===== src/rtl/nfc_pkg.sv =====
package nfc_pkg;

  typedef enum logic [2:0] {
    M_IDLE   = 3'd0,
    M_RDADDR = 3'd1,
    M_IDADDR = 3'd2,
    M_PAGE   = 3'd3,
    M_ID     = 3'd4,
    M_STAT   = 3'd5
  } mode_e;

  typedef enum logic [1:0] {
    AREA_LO    = 2'd0,
    AREA_HI    = 2'd1,
    AREA_SPARE = 2'd2
  } area_e;

  localparam logic [7:0] OP_RESET  = 8'hFF;
  localparam logic [7:0] OP_RD_LO  = 8'h00;
  localparam logic [7:0] OP_RD_HI  = 8'h01;
  localparam logic [7:0] OP_RD_SP  = 8'h50;
  localparam logic [7:0] OP_IDENT  = 8'h90;
  localparam logic [7:0] OP_STATUS = 8'h70;
  localparam logic [7:0] MAKER_ID  = 8'hEC;

endpackage


===== src/rtl/nfc_strobe_decode.sv =====
module nfc_strobe_decode (
  input  logic wr_valid,
  input  logic wr_cle,
  input  logic wr_ale,
  input  logic lock,
  output logic cmd_stb,
  output logic addr_stb
);
  // A write with exactly one qualifier high counts; nothing counts during power-up lockout.
  always_comb begin
    cmd_stb  = wr_valid && wr_cle && !wr_ale && !lock;
    addr_stb = wr_valid && wr_ale && !wr_cle && !lock;
  end
endmodule


===== src/rtl/nfc_busy_timer.sv =====
module nfc_busy_timer #(
  parameter int PWR_CYC = 125,
  parameter int CNT_W   = 8
) (
  input  logic             clk,
  input  logic             rst_n,
  input  logic             start,
  input  logic [CNT_W-1:0] len,
  output logic             lock,
  output logic             busy
);
  localparam int PWR_W = $clog2(PWR_CYC + 1);
  localparam logic [PWR_W-1:0] PWR_END = PWR_W'(PWR_CYC);

  logic [PWR_W-1:0] pwr_cnt;
  logic [CNT_W-1:0] busy_cnt;

  always_ff @(posedge clk or negedge rst_n) begin
    if (!rst_n)                 pwr_cnt <= '0;
    else if (pwr_cnt != PWR_END) pwr_cnt <= pwr_cnt + PWR_W'(1);
  end

  always_ff @(posedge clk or negedge rst_n) begin
    if (!rst_n)              busy_cnt <= '0;
    else if (start)          busy_cnt <= len;
    else if (busy_cnt != '0) busy_cnt <= busy_cnt - CNT_W'(1);
  end

  always_comb begin
    lock = (pwr_cnt != PWR_END);
    busy = (busy_cnt != '0);
  end

  // once the recovery window has ended it never reopens
  a_r1_lock_stays_open: assert property (@(posedge clk) disable iff (!rst_n)
    !lock |=> !lock);

  // a busy interval shrinks every cycle unless restarted
  a_r3_busy_drains: assert property (@(posedge clk) disable iff (!rst_n)
    busy && !start |=> busy_cnt < $past(busy_cnt));
endmodule


===== src/rtl/nfc_addr_ctrl.sv =====
module nfc_addr_ctrl
  import nfc_pkg::*;
#(
  parameter int ROW_CYCLES = 2,
  parameter int PAGE_BYTES = 528,
  parameter int DATA_BYTES = 512,
  parameter int COL_W      = $clog2(PAGE_BYTES),
  parameter int ROW_W      = 8 * ROW_CYCLES
) (
  input  logic             clk,
  input  logic             rst_n,
  input  logic             set_area,
  input  area_e            area_in,
  input  logic             addr_in,
  input  logic [7:0]       din,
  input  logic             adv,
  output logic             addr_done,
  output logic [COL_W-1:0] col,
  output logic [ROW_W-1:0] row
);
  localparam int HALF_BYTES  = DATA_BYTES / 2;
  localparam int SPARE_BYTES = PAGE_BYTES - DATA_BYTES;
  localparam int SPARE_W     = $clog2(SPARE_BYTES);
  localparam int IDX_W       = $clog2(ROW_CYCLES + 2);
  localparam logic [IDX_W-1:0] IDX_LAST = IDX_W'(ROW_CYCLES);
  localparam logic [COL_W-1:0] COL_LAST = COL_W'(PAGE_BYTES - 1);

  area_e            area;
  logic [IDX_W-1:0] idx;
  logic [COL_W-1:0] col_first;

  always_comb begin
    unique case (area)
      AREA_HI:    col_first = COL_W'(HALF_BYTES) + COL_W'(din);
      AREA_SPARE: col_first = COL_W'(DATA_BYTES) + COL_W'(din[SPARE_W-1:0]);
      default:    col_first = COL_W'(din);
    endcase
    addr_done = addr_in && (idx == IDX_LAST);
  end

  always_ff @(posedge clk or negedge rst_n) begin
    if (!rst_n) begin
      area <= AREA_LO;
      idx  <= '0;
      col  <= '0;
      row  <= '0;
    end else if (set_area) begin
      area <= area_in;
      idx  <= '0;
    end else if (addr_in) begin
      if (idx == '0) col <= col_first;
      for (int i = 0; i < ROW_CYCLES; i++) begin
        if (idx == IDX_W'(i + 1)) row[8*i +: 8] <= din;
      end
      if (idx != IDX_LAST) idx <= idx + IDX_W'(1);
    end else if (adv) begin
      if (col == COL_LAST) begin
        col <= '0;
        row <= row + ROW_W'(1);
      end else begin
        col <= col + COL_W'(1);
      end
    end
  end

  // the column never leaves the page
  a_r9_col_in_page: assert property (@(posedge clk) disable iff (!rst_n)
    col <= COL_LAST);

  // stepping off the last column lands on column 0 of the next row
  a_r9_wrap_next_row: assert property (@(posedge clk) disable iff (!rst_n)
    adv && !set_area && !addr_in && col == COL_LAST |=> col == '0 && row == $past(row) + ROW_W'(1));
endmodule


===== src/rtl/nand_cmd_front.sv =====
module nand_cmd_front
  import nfc_pkg::*;
#(
  parameter int         ROW_CYCLES = 2,
  parameter int         PAGE_BYTES = 528,
  parameter int         DATA_BYTES = 512,
  parameter int         PWR_CYC    = 125,
  parameter int         RST_CYC    = 40,
  parameter int         RD_CYC     = 30,
  parameter logic [7:0] DEV_CODE   = 8'h75
) (
  input  logic       clk,
  input  logic       rst_n,
  input  logic       wr_valid,
  input  logic       wr_cle,
  input  logic       wr_ale,
  input  logic [7:0] wr_data,
  input  logic       wp_n,
  output logic       rd_valid,
  input  logic       rd_ready,
  output logic [7:0] rd_data,
  output logic       rb_n
);
  localparam int COL_W   = $clog2(PAGE_BYTES);
  localparam int ROW_W   = 8 * ROW_CYCLES;
  localparam int MAX_CYC = (RST_CYC > RD_CYC) ? RST_CYC : RD_CYC;
  localparam int CNT_W   = $clog2(MAX_CYC + 1);

  mode_e            mode;
  logic             id_sel;
  logic             lock, busy;
  logic             cmd_stb, addr_stb, addr_ok;
  logic             is_rd_cmd, set_area, reset_cmd, addr_done;
  logic             rd_hs, adv;
  area_e            area_sel;
  logic [COL_W-1:0] col;
  logic [ROW_W-1:0] row;
  logic             busy_start;
  logic [CNT_W-1:0] busy_len;
  logic [7:0]       page_byte, status_byte;

  nfc_strobe_decode u_dec (
    .wr_valid (wr_valid),
    .wr_cle   (wr_cle),
    .wr_ale   (wr_ale),
    .lock     (lock),
    .cmd_stb  (cmd_stb),
    .addr_stb (addr_stb)
  );

  always_comb begin
    is_rd_cmd = (wr_data == OP_RD_LO) || (wr_data == OP_RD_HI) || (wr_data == OP_RD_SP);
    reset_cmd = cmd_stb && (wr_data == OP_RESET);
    set_area  = cmd_stb && !busy && is_rd_cmd;
    addr_ok   = addr_stb && !busy;
    unique case (wr_data)
      OP_RD_HI: area_sel = AREA_HI;
      OP_RD_SP: area_sel = AREA_SPARE;
      default:  area_sel = AREA_LO;
    endcase
    busy_start = reset_cmd || addr_done;
    busy_len   = reset_cmd ? CNT_W'(RST_CYC) : CNT_W'(RD_CYC);
  end

  nfc_busy_timer #(
    .PWR_CYC (PWR_CYC),
    .CNT_W   (CNT_W)
  ) u_timer (
    .clk   (clk),
    .rst_n (rst_n),
    .start (busy_start),
    .len   (busy_len),
    .lock  (lock),
    .busy  (busy)
  );

  nfc_addr_ctrl #(
    .ROW_CYCLES (ROW_CYCLES),
    .PAGE_BYTES (PAGE_BYTES),
    .DATA_BYTES (DATA_BYTES),
    .COL_W      (COL_W),
    .ROW_W      (ROW_W)
  ) u_addr (
    .clk       (clk),
    .rst_n     (rst_n),
    .set_area  (set_area),
    .area_in   (area_sel),
    .addr_in   (addr_ok && mode == M_RDADDR),
    .din       (wr_data),
    .adv       (adv),
    .addr_done (addr_done),
    .col       (col),
    .row       (row)
  );

  always_ff @(posedge clk or negedge rst_n) begin
    if (!rst_n) begin
      mode   <= M_IDLE;
      id_sel <= 1'b0;
    end else if (cmd_stb) begin
      if (wr_data == OP_RESET)       mode <= M_IDLE;
      else if (wr_data == OP_STATUS) mode <= M_STAT;
      else if (!busy) begin
        if (is_rd_cmd)                 mode <= M_RDADDR;
        else if (wr_data == OP_IDENT)  mode <= M_IDADDR;
        else                           mode <= M_IDLE;
      end
    end else if (addr_ok) begin
      if (mode == M_IDADDR) begin
        mode   <= (wr_data == 8'h00) ? M_ID : M_IDLE;
        id_sel <= 1'b0;
      end else if (mode == M_RDADDR && addr_done) begin
        mode <= M_PAGE;
      end
    end else if (rd_hs && mode == M_ID) begin
      id_sel <= ~id_sel;
    end
  end

  always_comb begin
    page_byte   = row[7:0] ^ col[7:0] ^ 8'(col[COL_W-1:8]);
    status_byte = {wp_n, !busy, 6'b000000};
    rd_valid    = (mode == M_ID) || (mode == M_STAT) || (mode == M_PAGE && !busy);
    unique case (mode)
      M_ID:    rd_data = id_sel ? DEV_CODE : MAKER_ID;
      M_STAT:  rd_data = status_byte;
      M_PAGE:  rd_data = page_byte;
      default: rd_data = 8'h00;
    endcase
    rd_hs = rd_valid && rd_ready;
    adv   = rd_hs && (mode == M_PAGE);
    rb_n  = !(busy || lock);
  end

  // writes during the recovery window leave the mode alone
  a_r1_lockout_ignores: assert property (@(posedge clk) disable iff (!rst_n)
    lock && wr_valid |=> $stable(mode));

  // an accepted reset command makes the part busy in the next cycle
  a_r3_reset_goes_busy: assert property (@(posedge clk) disable iff (!rst_n)
    reset_cmd |=> !rb_n);

  // identifier output opens with the maker byte
  a_r4_id_opens_with_maker: assert property (@(posedge clk) disable iff (!rst_n)
    mode == M_ID && $past(mode) != M_ID |-> rd_data == MAKER_ID);

  // status bit 6 tracks the ready/busy pin
  a_r5_status_ready_bit: assert property (@(posedge clk) disable iff (!rst_n)
    mode == M_STAT |-> rd_data[6] == rb_n);

  // no page data while a page load is in progress
  a_r6_no_data_while_busy: assert property (@(posedge clk) disable iff (!rst_n)
    mode == M_PAGE && !rb_n |-> !rd_valid);

  // busy blocks every command other than reset and status
  a_r10_busy_blocks_cmds: assert property (@(posedge clk) disable iff (!rst_n)
    busy && cmd_stb && wr_data != OP_RESET && wr_data != OP_STATUS |=> mode == $past(mode));

  // an offered byte holds until taken
  a_r11_hold_offer: assert property (@(posedge clk) disable iff (!rst_n)
    (mode == M_ID || mode == M_PAGE) && rd_valid && !rd_ready && !wr_valid |=> $stable(rd_data));
endmodule


===== config.mk =====
export PLATFORM = sky130hd
export DESIGN_NAME = nand_cmd_front
export DESIGN_NICKNAME = d
export VERILOG_FILES = /design/src/rtl/nfc_pkg.sv /design/src/rtl/nfc_strobe_decode.sv /design/src/rtl/nfc_busy_timer.sv /design/src/rtl/nfc_addr_ctrl.sv /design/src/rtl/nand_cmd_front.sv
export SDC_FILE = /design/constraint.sdc
export NUM_CORES = 1
export LEC_CHECK = 0
export ABC_AREA = 0
export BUFFER_PORTS_ARGS = -buffer_cell sky130_fd_sc_hd__buf_2
export CAP_MARGIN = 20
export CELL_PAD_IN_SITES_DETAIL_PLACEMENT = 1
export CELL_PAD_IN_SITES_GLOBAL_PLACEMENT = 1
export CORE_ASPECT_RATIO = 1.25
export CORE_UTILIZATION = 50
export DETAILED_ROUTE_END_ITERATION = 10
export HOLD_SLACK_MARGIN = 0.08
export PLACE_DENSITY_LB_ADDON = 0.3
export SLEW_MARGIN = 20
export SYNTH_ARGS = -nofsm -noshare
export SYNTH_HDL_FRONTEND = slang
export SYNTH_SLANG_ARGS = --single-unit

===== constraint.sdc =====
create_clock -name clk -period 4.3 [get_ports clk]
set_input_delay 0.645 -clock clk [delete_from_list [all_inputs] [get_ports clk]]
set_output_delay 0.645 -clock clk [all_outputs]
set_load 0.05 [all_outputs]

# Word-level counts from Yosys, hierarchy flattened
# Index checks and enable logic that the tools add are counted.
dict set report totals {
  reg_bits 47
  latchBits 0
  ramBits 0
  mem_bits_ro 0
  inputBits 15
  output_inout_bits 10
  elab_cells 120
  n_memories 0
}
dict set report op_classes {
  addsub 7
  n_mul 0
  n_div 0
  n_lt_le_gt_ge 0
  n_eq_ne 22
  shifts 0
  muxes 32
  bitwise 5
  reduce_logical 45
}
# cell count
set ops {}
lappend ops {{two-way mux 16 bit} 3}
lappend ops {{two-way mux 10 bit} 4}
lappend ops {{two-way mux 3 bit} 8}
lappend ops {{two-way mux 8 bit} 3}
lappend ops {{one-hot mux 8 bit (3 select lines)} 1}
lappend ops {{one-hot mux 10 bit (2 select lines)} 1}
lappend ops {{two-way mux 6 bit} 3}
lappend ops {{logical AND 1 bit} 17}
lappend ops {{adder 16 x 1 -> 16 bit, second input constant} 1}
lappend ops {{equality test 8 x 7 -> 1 bit, second input constant} 2}
lappend ops {{equality test 8 bit, second input constant} 2}
lappend ops {{nonzero test 2 bit} 7}
lappend ops {{adder 10 x 1 -> 10 bit, second input constant} 1}
lappend ops {{adder 10 x 4 -> 10 bit, first input constant} 1}
lappend ops {{adder 9 x 8 -> 10 bit, first input constant} 1}
lappend ops {{equality test 10 bit, second input constant} 1}
lappend ops {{two-way mux 2 bit} 5}
lappend ops {{AND reduction 3 bit} 3}
lappend ops {{equality test 8 x 1 -> 1 bit, second input constant} 1}
lappend ops {{zero test 8 bit} 1}
lappend ops {{!= test 2 bit, second input constant} 4}
lappend ops {{AND reduction 4 bit} 2}
lappend ops {{XOR 8 x 2 -> 8 bit} 1}
lappend ops {{XOR 8 bit} 1}
lappend ops {{20 further kinds} 37}

# Longest topological paths before layout
dict set report logic_depth {
  ltp_word 11
  ltp_mapped 9
}

# Modules after synthesis
# A second synthesis with hierarchy kept.
dict set report hier_totals {
  hier_cells 385
  hier_area_um2 3358.2
}
# module n_inst cells_per_inst area_per_inst_um2
set by_module_without_submodules {}
lappend by_module_without_submodules {nfc_addr_ctrl 1 229 2008.2}
lappend by_module_without_submodules {nfc_busy_timer 1 69 706.9}
lappend by_module_without_submodules {nand_cmd_front 1 85 618.1}
lappend by_module_without_submodules {nfc_strobe_decode 1 2 25.0}

# Worst setup path after synthesis
# No wires, ideal clock.
dict set report synth_timing {
  path_kind {reg2out}
  startpoint {register u_timer.busy_cnt[2]}
  endpoint {output rd_valid}
  t_arrival_ns 2.418
  slack_ns 1.237
  path_stages_with_launch 6
  cell_sequence {dfrtp_1 or3_4 buf_6 or2_1 buf_2 o21ai_0}
}
dict set report synth_via {
  elab_chain_cells 4
}
# item line_no
set synth_lines {}
lappend synth_lines {{from (decl)} nfc_busy_timer.sv:16} ;# logic [CNT_W-1:0] busy_cnt;
lappend synth_lines {{from (signal assigned)} nfc_busy_timer.sv:25} ;# else if (start) busy_cnt <= len;
lappend synth_lines {{from (signal assigned)} nfc_busy_timer.sv:26} ;# else if (busy_cnt != '0) busy_cnt <= busy_cnt - CNT_W'(1);
lappend synth_lines {{nonzero test 6 bit} nfc_busy_timer.sv:31} ;# busy = (busy_cnt != '0);
lappend synth_lines {{zero test 1 bit} nand_cmd_front.sv:123} ;# rd_valid = (mode == M_ID) || (mode == M_STAT) || (mode == M_PAGE && !busy);
lappend synth_lines {{logical AND 1 bit} nand_cmd_front.sv:123}
lappend synth_lines {{logical OR 1 bit} nand_cmd_front.sv:123}
lappend synth_lines {{to (decl)} nand_cmd_front.sv:19} ;# output logic rd_valid,
# No other way between the ends.

# Worst setup path after layout
dict set report layout_timing {
  startpoint {register u_timer.busy_cnt[0]}
  endpoint {output rd_data[6]}
}
dict set report layout_via {
  elab_chain_cells 3
}
# item line_no
set layout_lines {}
lappend layout_lines {{nonzero test 6 bit} nfc_busy_timer.sv:31}
lappend layout_lines {{zero test 1 bit} nand_cmd_front.sv:122} ;# status_byte = {wp_n, !busy, 6'b000000};
lappend layout_lines {{one-hot mux 8 bit (3 select lines)} nand_cmd_front.sv:124} ;# unique case (mode)
lappend layout_lines {{to (decl)} nand_cmd_front.sv:21} ;# output logic [7:0] rd_data,
# No other way between the ends.

==> out/qor.csv <==
stage,metric,value,unit
route,via count,2956,
power_and_ir_drop,Leak Pwr,1.290,nW
global_routing,first-pass GRT wire length,16.08,mm
cts,clock sinks,39,
cts,Hold Buf Count CTS,0,
setup_path,Critical Path Fanout Max,12,
timing,Setup TNS Final,0,ns
yosys,Yosys top cell area share,0.3237,
final_layout,"Cell Count, Final, Fillers Out",428,
power_and_ir_drop,Peak VDD IR,0.2594,mV
route,DRC errors left,0,
cts,Worst-path clk slew,0.09,ns
placed_design,Final GP Congestion,0.9459,
placed_design,I/O Buffers,24,
timing,crit share post-route,0.6702,
route,Detail Route Antenna Nets,0,
yosys,synth top area cells,"dfrtp_1, xnor2_1, ha_1",
timing,Max Clk Rate,0.3470,GHz
timing,crit path time final,2.882,ns
timing,RSZ-0062 raised after global routing,false,
setup_path,Arrival @ worst endpoint,2.24,ns
floorplan,row count,31,
yosys,mean cell area of the mapped netlist,8.740,sq um
timing,measured slew at the worst slew-check pin,0.9966,ns
cts,cts repair resizes,0,
setup_path,R2R setup slack,1.51,ns
cts,Root Buffer,clkbuf_8,
global_routing,largest net degree at the start of global routing,40,
yosys,syn nets,371,
cts,clk buf depth,2,
global_routing,initial antenna violation count,0,
final_layout,layout cells sized above 1,0.1657,
yosys,Yosys top cell by area,dfrtp_1,
power_and_ir_drop,Power Density,284.4,nW/um^2
cts,Worst-Skew Late Latency,0.31,ns
setup_path,WP data required,3.65,ns
route,Post-Route WL,10.02,mm
timing,final slew viol count,0,
floorplan,Die ar.,6347,sq um
yosys,Mapped Cells,345,
final_layout,layout filler cell count,713,
setup_path,type of origin of the critical path,register,
floorplan,Initial Utilization,0.5183,
floorplan,I/O pin count,25,
final_layout,area grow syn2layout,8.465,%
final_layout,final net count,387,
job,max-cap viol count,0,
min_path,Hold Crit Class,input pin to asynchronous set/reset pin,
timing,Final Hold Viols,0,
setup_path,Setup CP Type,register to output port,
cts,H-tree Lvls,2,
placed_design,Cell Count Post-Placement,420,
floorplan,Die Y,88.83,um
final_layout,post-route cell area,3271,sq um
yosys,top_reg_cell synth,dfrtp_1,
route,wire length per cell,23.41,um
final_layout,storage element area,975.9,sq um
route,Pre-Repair DR Iteration Count,4,
timing,max_slew headroom,0.3331,
final_layout,n_diodes,0,
floorplan,core box area,5818,sq um
cts,CTS Buf Count,5,
global_routing,remaining global-route overflow,0,
timing,skew final,0.01607,ns
setup_path,Crit. End Element,output port,
yosys,Post-Syn Area,3015,sq um
yosys,ys async rst share,1.000,
cts,CTS tree,yes,
yosys,Ys Warns,0,
timing,Final setup viols,0,
final_layout,multi-input logic area,1899,sq um
route,Iter 0 DRT Violations,110,
power_and_ir_drop,"Power, Total",0.9302,mW
global_routing,number of global-route vias before repair,3080,
route,DR vias/cell,6.907,
yosys,"FF+latch count, synth",39,
floorplan,Die W,71.46,um
status,outcome,finished clean,
placed_design,dpl hpwl,7.260,mm
yosys,"EDFF count, synth",0,
cts,setup bufs post-CTS,0,
yosys,synth unique cells,77,
global_routing,GR Util All Layers,0.3363,
yosys,"Seq/Total Area, Yosys",0.3237,
placed_design,area post-placement,3153,sq um
through the flow:
stage | hold slack (ns) | utilization | setup WS, ns
floorplan | 0.3494 | - | 1.237
global placement | 0.4989 | 0.5404 | 1.323
detailed placement | 0.5109 | 0.5419 | 1.587
CTS | 0.5041 | 0.5622 | 1.431
global route | 0.5606 | 0.5622 | 1.339
finish | 0.4775 | 0.5622 | 1.418
worst max-delay path, stage by stage, from the launching register on:
cell      delay (ns)
dfrtp_1         0.42
inv_1           0.09
ha_1            0.22
nand2b_1        0.18
or2_1           0.44
a21o_1          0.23
o21ai_0         0.06
buf_2           0.29
power by group:
group / internal (mW) / switching, mW / leakage, nW
Sequential: 0.397 / 0.0325 / 0.481
Clock: 0.188 / 0.148 / 0.0612
Combinational: 0.0684 / 0.0958 / 0.748
cell families after synthesis:
kind of cell               count (synthesis)  share of synthesized area
buffers and inverters                     34                    0.04937
AOI/OAI and AO/OA                         99                     0.2291
xor gates and xnor gates                  20                    0.05809
adders and majority gates                 11                    0.04564
DFF                                       39                     0.3237
muxes                                      3                    0.01079
and+or+nand+nor                          139                     0.2834
layout by cell type (no fill, tap or decap), types with 3 or more instances in the layout:
| cell | n |
|---|---|
| dfrtp_1 | 39 |
| nand2_1 | 30 |
| buf_2 | 24 |
| a21oi_1 | 22 |
| inv_1 | 18 |
| nor2_1 | 18 |
| nand3_1 | 18 |
| xnor2_1 | 17 |
| o21ai_0 | 13 |
| o22ai_1 | 11 |
| nor3_1 | 11 |
| ha_1 | 11 |
| a31oi_1 | 8 |
| and3_1 | 7 |
| a211oi_1 | 7 |
| clkbuf_8 | 6 |
| or2_2 | 5 |
| or3_1 | 5 |
| o211ai_1 | 5 |
| nand3b_1 | 4 |
| and4_1 | 4 |
| a211o_1 | 4 |
| nand2b_1 | 3 |
| nand4b_1 | 3 |
| nor4_4 | 3 |
| nand4_1 | 3 |
| a22o_1 | 3 |
| xor2_1 | 3 |
state kept, by name, summed over array words and instances, names as in the netlist:
| signal | flops |
|---|---|
| u_addr.row | 8 |
| u_addr.area | 2 |
| mode | 3 |
| u_timer.pwr_cnt | 7 |
| u_timer.busy_cnt | 6 |
| u_addr.col | 10 |
| id_sel | 1 |
| u_addr.idx | 2 |
layout make-up:
type,instances,share of cell area
clock inverters,2,0.01071
repair buffers,25,0.03902
multi-input cells,272,0.5807
inverters,18,0.02066
well taps,66,0.02525
flip-flops and latches,39,0.2984
clock buffers,6,0.02525
Yosys cell counts, types with 3 or more instances:
master	count
a211o_1	4
a211oi_1	7
a21oi_1	22
a22o_1	3
a31oi_1	8
and3_1	7
and4_1	4
buf_2	5
clkbuf_1	7
dfrtp_1	39
ha_1	11
inv_1	18
nand2_1	30
nand2b_1	3
nand3_1	18
nand3b_1	4
nand4_1	3
nand4b_1	3
nor2_1	18
nor3_1	11
o211ai_1	5
o21ai_0	13
o22ai_1	11
or2_2	5
or3_1	5
xnor2_1	17
xor2_1	3
per-layer routing:
layer | GRT usage | wire length (um) | vias to the layer above
met5 | 0 | 0 | -
met4 | 0.1872 | 551 | 0
met3 | 0.04556 | 415 | 37
met2 | 0.6061 | 5064 | 104
met1 | 0.3858 | 3989 | 1491
li1 | - | - | 1324
final timing paths:
path | end | startpoint | cells after the start
worst min register to register | u_addr.area[0]$_DFFE_PN0P_ | u_addr.area[0]$_DFFE_PN0P_ | 2
worst min-delay path | u_addr.col[6]$_DFFE_PN0P_ | rst_n | 1
max in group asynchronous | u_addr.row[3]$_DFFE_PN0P_ | rst_n | 1
worst max-delay path | rd_data[6] | u_timer.busy_cnt[0]$_DFFE_PN0P_ | 7
min in group clk | u_addr.area[0]$_DFFE_PN0P_ | u_addr.area[0]$_DFFE_PN0P_ | 2
worst max register to register | u_addr.row[3]$_DFFE_PN0P_ | mode[0]$_DFFE_PN0P_ | 5
Note: power is estimated with default switching activity, not from simulation.
